$ cat src/rtl/digit_display_pkg.sv
package digit_display_pkg;

   typedef logic [6:0] seg_t;

   localparam seg_t SEG_DARK = 7'b000_0000;

   typedef enum logic {
      SLOT_TENS = 1'b0,
      SLOT_ONES = 1'b1
   } slot_e;

   // bit 6 = segment a ... bit 0 = segment g, active high
   function automatic seg_t digit_glyph(input logic [3:0] d);
      case (d)
         4'd0:    return 7'b111_1110;
         4'd1:    return 7'b011_0000;
         4'd2:    return 7'b110_1101;
         4'd3:    return 7'b111_1001;
         4'd4:    return 7'b011_0011;
         4'd5:    return 7'b101_1011;
         4'd6:    return 7'b001_1111;
         4'd7:    return 7'b111_0000;
         4'd8:    return 7'b111_1111;
         4'd9:    return 7'b111_0011;
         default: return SEG_DARK;
      endcase
   endfunction

endpackage

$ cat src/rtl/scan_tick.sv
module scan_tick #(
   parameter int unsigned DIV = 50000
) (
   input  logic clk_i,
   input  logic rst_ni,
   input  logic clear_i,
   output logic tick_o
);
   localparam int unsigned CNT_W = (DIV > 2) ? $clog2(DIV) : 1;
   localparam logic [CNT_W-1:0] LAST = CNT_W'(DIV - 1);

   if (DIV < 2) begin : g_bad_div
      $error("scan_tick: DIV must be at least 2");
   end

   logic [CNT_W-1:0] cnt_q;

   always_ff @(posedge clk_i or negedge rst_ni) begin
      if (!rst_ni)               cnt_q <= '0;
      else if (clear_i || tick_o) cnt_q <= '0;
      else                       cnt_q <= cnt_q + 1'b1;
   end

   assign tick_o = (cnt_q == LAST);
endmodule

$ cat src/rtl/decade_split.sv
module decade_split #(
   parameter int unsigned VALUE_W = 8
) (
   input  logic [VALUE_W-1:0] value_i,
   output logic [3:0]         tens_o,
   output logic [3:0]         ones_o,
   output logic               over_o
);
   localparam int unsigned DECADES = 10;

   if (VALUE_W < 7) begin : g_bad_width
      $error("decade_split: VALUE_W must hold 99");
   end

   logic [DECADES-1:0] in_decade;

   for (genvar g = 0; g < DECADES; g++) begin : g_decade
      assign in_decade[g] = (value_i >= VALUE_W'(g * 10)) &&
                            (value_i <  VALUE_W'(g * 10 + 10));
   end

   always_comb begin
      tens_o = 4'd0;
      ones_o = 4'd0;
      for (int d = 0; d < DECADES; d++) begin
         if (in_decade[d]) begin
            tens_o = 4'(d);
            ones_o = 4'(value_i - VALUE_W'(d * 10));
         end
      end
   end

   assign over_o = ~|in_decade;
endmodule

$ cat src/rtl/seg_encoder.sv
module seg_encoder
   import digit_display_pkg::*;
(
   input  logic [3:0] digit_i,
   input  logic       dark_i,
   output seg_t       seg_o
);
   assign seg_o = dark_i ? SEG_DARK : digit_glyph(digit_i);
endmodule

$ cat src/rtl/dual_digit_display.sv
module dual_digit_display
   import digit_display_pkg::*;
#(
   parameter int unsigned CLK_HZ     = 50_000_000,
   parameter int unsigned SCAN_HZ    = 1000,
   parameter int unsigned VALUE_W    = 8,
   parameter int unsigned SEL_W      = 8,
   parameter int unsigned TENS_IDX   = 1,
   parameter int unsigned ONES_IDX   = 0,
   parameter bit          LEAD_BLANK = 1'b1
) (
   input  logic               clk_i,
   input  logic               rst_ni,
   input  logic               clear_i,
   input  logic [VALUE_W-1:0] value_i,
   output logic [6:0]         seg_o,
   output logic [SEL_W-1:0]   dig_sel_o
);
   localparam int unsigned SCAN_DIV = CLK_HZ / SCAN_HZ;
   localparam logic [SEL_W-1:0] SEL_TENS = SEL_W'(1) << TENS_IDX;
   localparam logic [SEL_W-1:0] SEL_ONES = SEL_W'(1) << ONES_IDX;

   if (SCAN_DIV < 2) begin : g_bad_rate
      $error("dual_digit_display: CLK_HZ/SCAN_HZ must be at least 2");
   end
   if (TENS_IDX >= SEL_W || ONES_IDX >= SEL_W || TENS_IDX == ONES_IDX) begin : g_bad_sel
      $error("dual_digit_display: digit select indices invalid");
   end

   logic       tick;
   logic [3:0] tens, ones;
   logic       over;
   logic       tens_dark;
   seg_t       tens_seg, ones_seg;

   scan_tick #(.DIV(SCAN_DIV)) i_tick (
      .clk_i   (clk_i),
      .rst_ni  (rst_ni),
      .clear_i (clear_i),
      .tick_o  (tick)
   );

   decade_split #(.VALUE_W(VALUE_W)) i_split (
      .value_i (value_i),
      .tens_o  (tens),
      .ones_o  (ones),
      .over_o  (over)
   );

   if (LEAD_BLANK) begin : g_lead_blank
      assign tens_dark = over || (tens == 4'd0);
   end else begin : g_lead_show
      assign tens_dark = over;
   end

   seg_encoder i_enc_tens (.digit_i(tens), .dark_i(tens_dark), .seg_o(tens_seg));
   seg_encoder i_enc_ones (.digit_i(ones), .dark_i(over),      .seg_o(ones_seg));

   slot_e slot_q, slot_d;

   always_comb begin
      slot_d = slot_q;
      if (clear_i)   slot_d = SLOT_TENS;
      else if (tick) slot_d = (slot_q == SLOT_TENS) ? SLOT_ONES : SLOT_TENS;
   end

   logic [6:0]       seg_q;
   logic [SEL_W-1:0] sel_q;

   always_ff @(posedge clk_i or negedge rst_ni) begin
      if (!rst_ni) begin
         slot_q <= SLOT_TENS;
         seg_q  <= SEG_DARK;
         sel_q  <= '0;
      end else begin
         slot_q <= slot_d;
         seg_q  <= (slot_d == SLOT_TENS) ? tens_seg : ones_seg;
         sel_q  <= (slot_d == SLOT_TENS) ? SEL_TENS : SEL_ONES;
      end
   end

   assign seg_o     = seg_q;
   assign dig_sel_o = sel_q;
endmodule

$ cat config.mk
export PLATFORM = sky130hd
export DESIGN_NAME = dual_digit_display
export DESIGN_NICKNAME = d
export VERILOG_FILES = /design/src/rtl/digit_display_pkg.sv /design/src/rtl/scan_tick.sv /design/src/rtl/decade_split.sv /design/src/rtl/seg_encoder.sv /design/src/rtl/dual_digit_display.sv
export SDC_FILE = /design/constraint.sdc
export NUM_CORES = 1
export LEC_CHECK = 0
export ABC_AREA = 1
export BUFFER_PORTS_ARGS = -buffer_cell sky130_fd_sc_hd__buf_2
export CAP_MARGIN = 10
export CELL_PAD_IN_SITES_DETAIL_PLACEMENT = 1
export CELL_PAD_IN_SITES_GLOBAL_PLACEMENT = 1
export CORE_ASPECT_RATIO = 1.1
export CORE_MARGIN = 1
export CORE_UTILIZATION = 42
export CTS_BUF_LIST = sky130_fd_sc_hd__clkbuf_16
export DETAILED_ROUTE_END_ITERATION = 7
export PLACE_DENSITY = 0.82
export SYNTH_ARGS = -nofsm -noshare
export SYNTH_HDL_FRONTEND = slang
export SYNTH_SLANG_ARGS = --single-unit
$ cat constraint.sdc
create_clock -name clk_i -period 2.6 [get_ports clk_i]
set_input_delay 0.26 -clock clk_i [delete_from_list [all_inputs] [get_ports clk_i]]
set_output_delay 0.26 -clock clk_i [all_outputs]
set_load 0.02 [all_outputs]
==> flow_summary.toml <==
[cts]
tritoncts = "built"
cts_hold_buf = 0
clockBufferDepth = 2
htree_levels = 1
clkLatencyLatePin_ns = 0.26
clock-sinks = 25
cts_root_buffer = "clkbuf_16"
path_clk_slew_ns = 0.06
cts_buffers = 3

[sta]
post-route-min-period_ns = 2.29
clock_skew_ns = 0.00391
rsz0062_at_grt = "no"
setup_tns_ns = 0
drv_slew = 0
period_share = 0.880
holdWs_ns = -0.0158
setup_viol = 0
max_clock_freq_ghz = 0.437
final_hold_viol_count = 25
relSlewSlack = 0.637
final.setup.worst_slack_ns = 0.313
tightest_slew_ns = 0.544

[pwr]
power_frac_comb = 0.331
p_total_uw = 1130
leakage_uw = 0.00132
p_per_area_nw_per_um2 = 444
seq_power_share = 0.373
swShare = 0.347
peakVddDrop_mv = 0.195
power_switching_uw = 393
intPower_uw = 741
power_frac_clock = 0.296

[yosys]
yosysSeqAreaShare = 0.272
synth_area_um2 = 2300
yosysWarnings = 0
yosysTopAreaCell = "dfrtp_1"
ys_ff_latch = 25
syn_avg_cell_area_um2 = 6.67
synth_edf_count = 0
yosys.area.top_type_share = 0.272
synth-async-reset-ratio = 1.00
synth.distinct_cells = 35
synth_cells = 345
ys.flop_type = "dfrtp_1"
synth_area_leaders = "dfrtp_1, nand2_1, ha_1"

[finish]
postLayoutCellArea_um2 = 2550
n_antenna_cell = 0
drive_above_1_share = 0.193
layout.cells.non_filler = 440
multi_input_area_um2 = 1400
fin_nets = 396
area_delta_synth_final_pct = 11.0
n_fill_cell = 719
seq_area_um2 = 626

[floorplan]
start_util = 0.448
num_io_pins = 26
die_x_um = 72.6
die_h_um = 79.7
rows = 27
dieArea_um2 = 5780
core_area_um2 = 5130

[detailed_routing]
wire_per_inst_um = 13.4
antenna_left = 0
dr.max_layer_used = "met4"
drtIter0Drc = 62
wirelength_um = 5880
drc_errors = 0
vias = 2229
wl_met2_um = 3110
viasPerCell = 5.07
dr_wl_met3_um = 91
drt-met1-wl_um = 2590
firstDrtPassIters = 4

[setup_path]
reg2reg_slack_ns = 0.33
r2r_start = "i_tick.cnt_q[0]"
arrival_ns = 2.49
rr_endpoint = "i_tick.cnt_q[14]"
r2r_cells = 13
endpoint_kind = "register"
crit_fanout = 8
required_ns = 2.80
path_class = "input port to register"
cp-start-kind = "input port"

[global_routing]
grt_overflow_total = 0
gr-usage-all-layers = 0.225
antenna_found_initial = 0
grt_first_pass_wirelength_um = 10300
grt_start_max_net_pins = 26
grt_pass1_vias = 2258

[run]
drv_cap = 0

[placement]
numPortBuffers = 19
place_congestion = 0.885
hpwl_um = 4800
pre_cts_ws_ns = 0.0194
place_area_um2 = 2460
dp_cells = 436

[status]
violations = "hold timing"
outcome = "finished with violations"

[hold_path]
hold_class = "input port to async pin"
power by group through the flow:
stage	combinational, uW	sequential (uW)	clock [uW]
after floorplan	243	459	0
after global placement	367	430	0
after detailed placement	377	430	0
after CTS	378	424	344
after global routing	427	426	360
final	375	423	336
metal layers:
metal | GRT usage | vias to the layer above
met5 | 0 | -
met4 | 0.0588 | 0
met3 | 0.0114 | 6
met2 | 0.424 | 31
met1 | 0.274 | 1069
li1 | - | 1123
Yosys cell counts, types with 3 or more instances:
cell type	count
a21oi_1	13
a31oi_1	3
buf_4	7
buf_6	3
dfrtp_1	25
ha_1	16
inv_1	50
inv_2	5
nand2_1	87
nand2_2	9
nand2_4	3
nand3_1	30
nand4_1	3
nor2_1	33
nor2_2	6
nor3_1	12
nor3b_1	4
o21ai_0	7
o21ai_2	5
o21bai_1	3
registers in the layout, indices dropped and copies added, names as in the netlist:
register / flops
dig_sel_o: 2
i_tick.cnt_q: 16
seg_o: 7
timing repair:
item	CTS	global route
setup endpoints to repair	0	4
setup buffers	0	0
gates resized for setup	0	4
layout by cell type (no fill, tap or decap):
cell	count
nand3b_1	1
clkinv_2	1
nor3b_2	1
conb_1	6
a21oi_2	1
a211oi_1	1
inv_1	49
a21oi_4	1
inv_2	6
or2_2	2
clkbuf_16	3
dfrtp_1	25
nor2_2	7
nor3_2	2
nand2_4	3
o21ai_1	2
a31o_2	1
nor2_1	32
nand3_1	29
nor3b_1	4
nand2_2	9
o21ai_0	7
a21oi_1	12
buf_4	7
xnor2_1	2
buf_2	19
nor4_1	2
nand4_1	3
a31oi_1	3
nand3_2	3
ha_1	16
nand2_1	87
nor3_1	12
o21ai_2	5
clkinv_1	1
o21bai_1	3
cell type report:
class | count | share of cell area
multi-input cells | 257 | 0.548
inverters | 56 | 0.0823
repair buffers | 26 | 0.0578
clock inverters | 1 | 0.00196
clock buffers | 3 | 0.0294
flip-flops and latches | 25 | 0.245
well taps | 72 | 0.0353
logic make-up (layout without fill, tap and decap cells):
group,count (synthesis),in the layout,share of synthesized area
other,1,6,0.00163
AO/OA/AOI/OAI,36,36,0.0989
buffers and inverters,68,86,0.133
XOR/XNOR,2,2,0.00761
adder cells (fa/ha/maj),16,16,0.0870
flip-flops,25,25,0.272
AND/OR/NAND/NOR,197,197,0.401
metrics by stage:
| stage | hold slack [ns] | util |
|---|---|---|
| after floorplan | -0.0356 | - |
| after global placement | 0.277 | 0.480 |
| after detailed placement | 0.277 | 0.480 |
| after CTS | 0.00499 | 0.495 |
| after global routing | 0.0274 | 0.498 |
| final | -0.0158 | 0.498 |
worst max-delay path: stages:
cell	delay [ns]
buf_2	0.16
inv_2	0.12
ha_1	0.22
inv_1	0.09
o21bai_1	0.21
o21ai_1	0.15
nand2_2	0.14
nand2_2	0.08
nor3_2	0.17
nand2_2	0.11
nand2_2	0.07
nand2_2	0.08
inv_2	0.08
ha_1	0.14
nand3_1	0.10
a21oi_1	0.18
nand2_1	0.07
nand2_1	0.06
worst max-delay path by stage:
stage / start / to / slack (ns) / cells past startpoint
2_1_floorplan: value_i[3] / seg_o[3] / 0.38 / 19
3_3_place_gp: value_i[2] / seg_o[6] / 0.06 / 18
3_5_place_dp: value_i[2] / seg_o[3] / 0.02 / 17
4_1_cts: value_i[2] / seg_o[3] / 0.29 / 17
5_1_grt: i_tick.cnt_q[0] / i_tick.cnt_q[14] / 0.02 / 13
6_report: value_i[2] / seg_o[2] / 0.31 / 18
(Power assumes the default switching activity.)
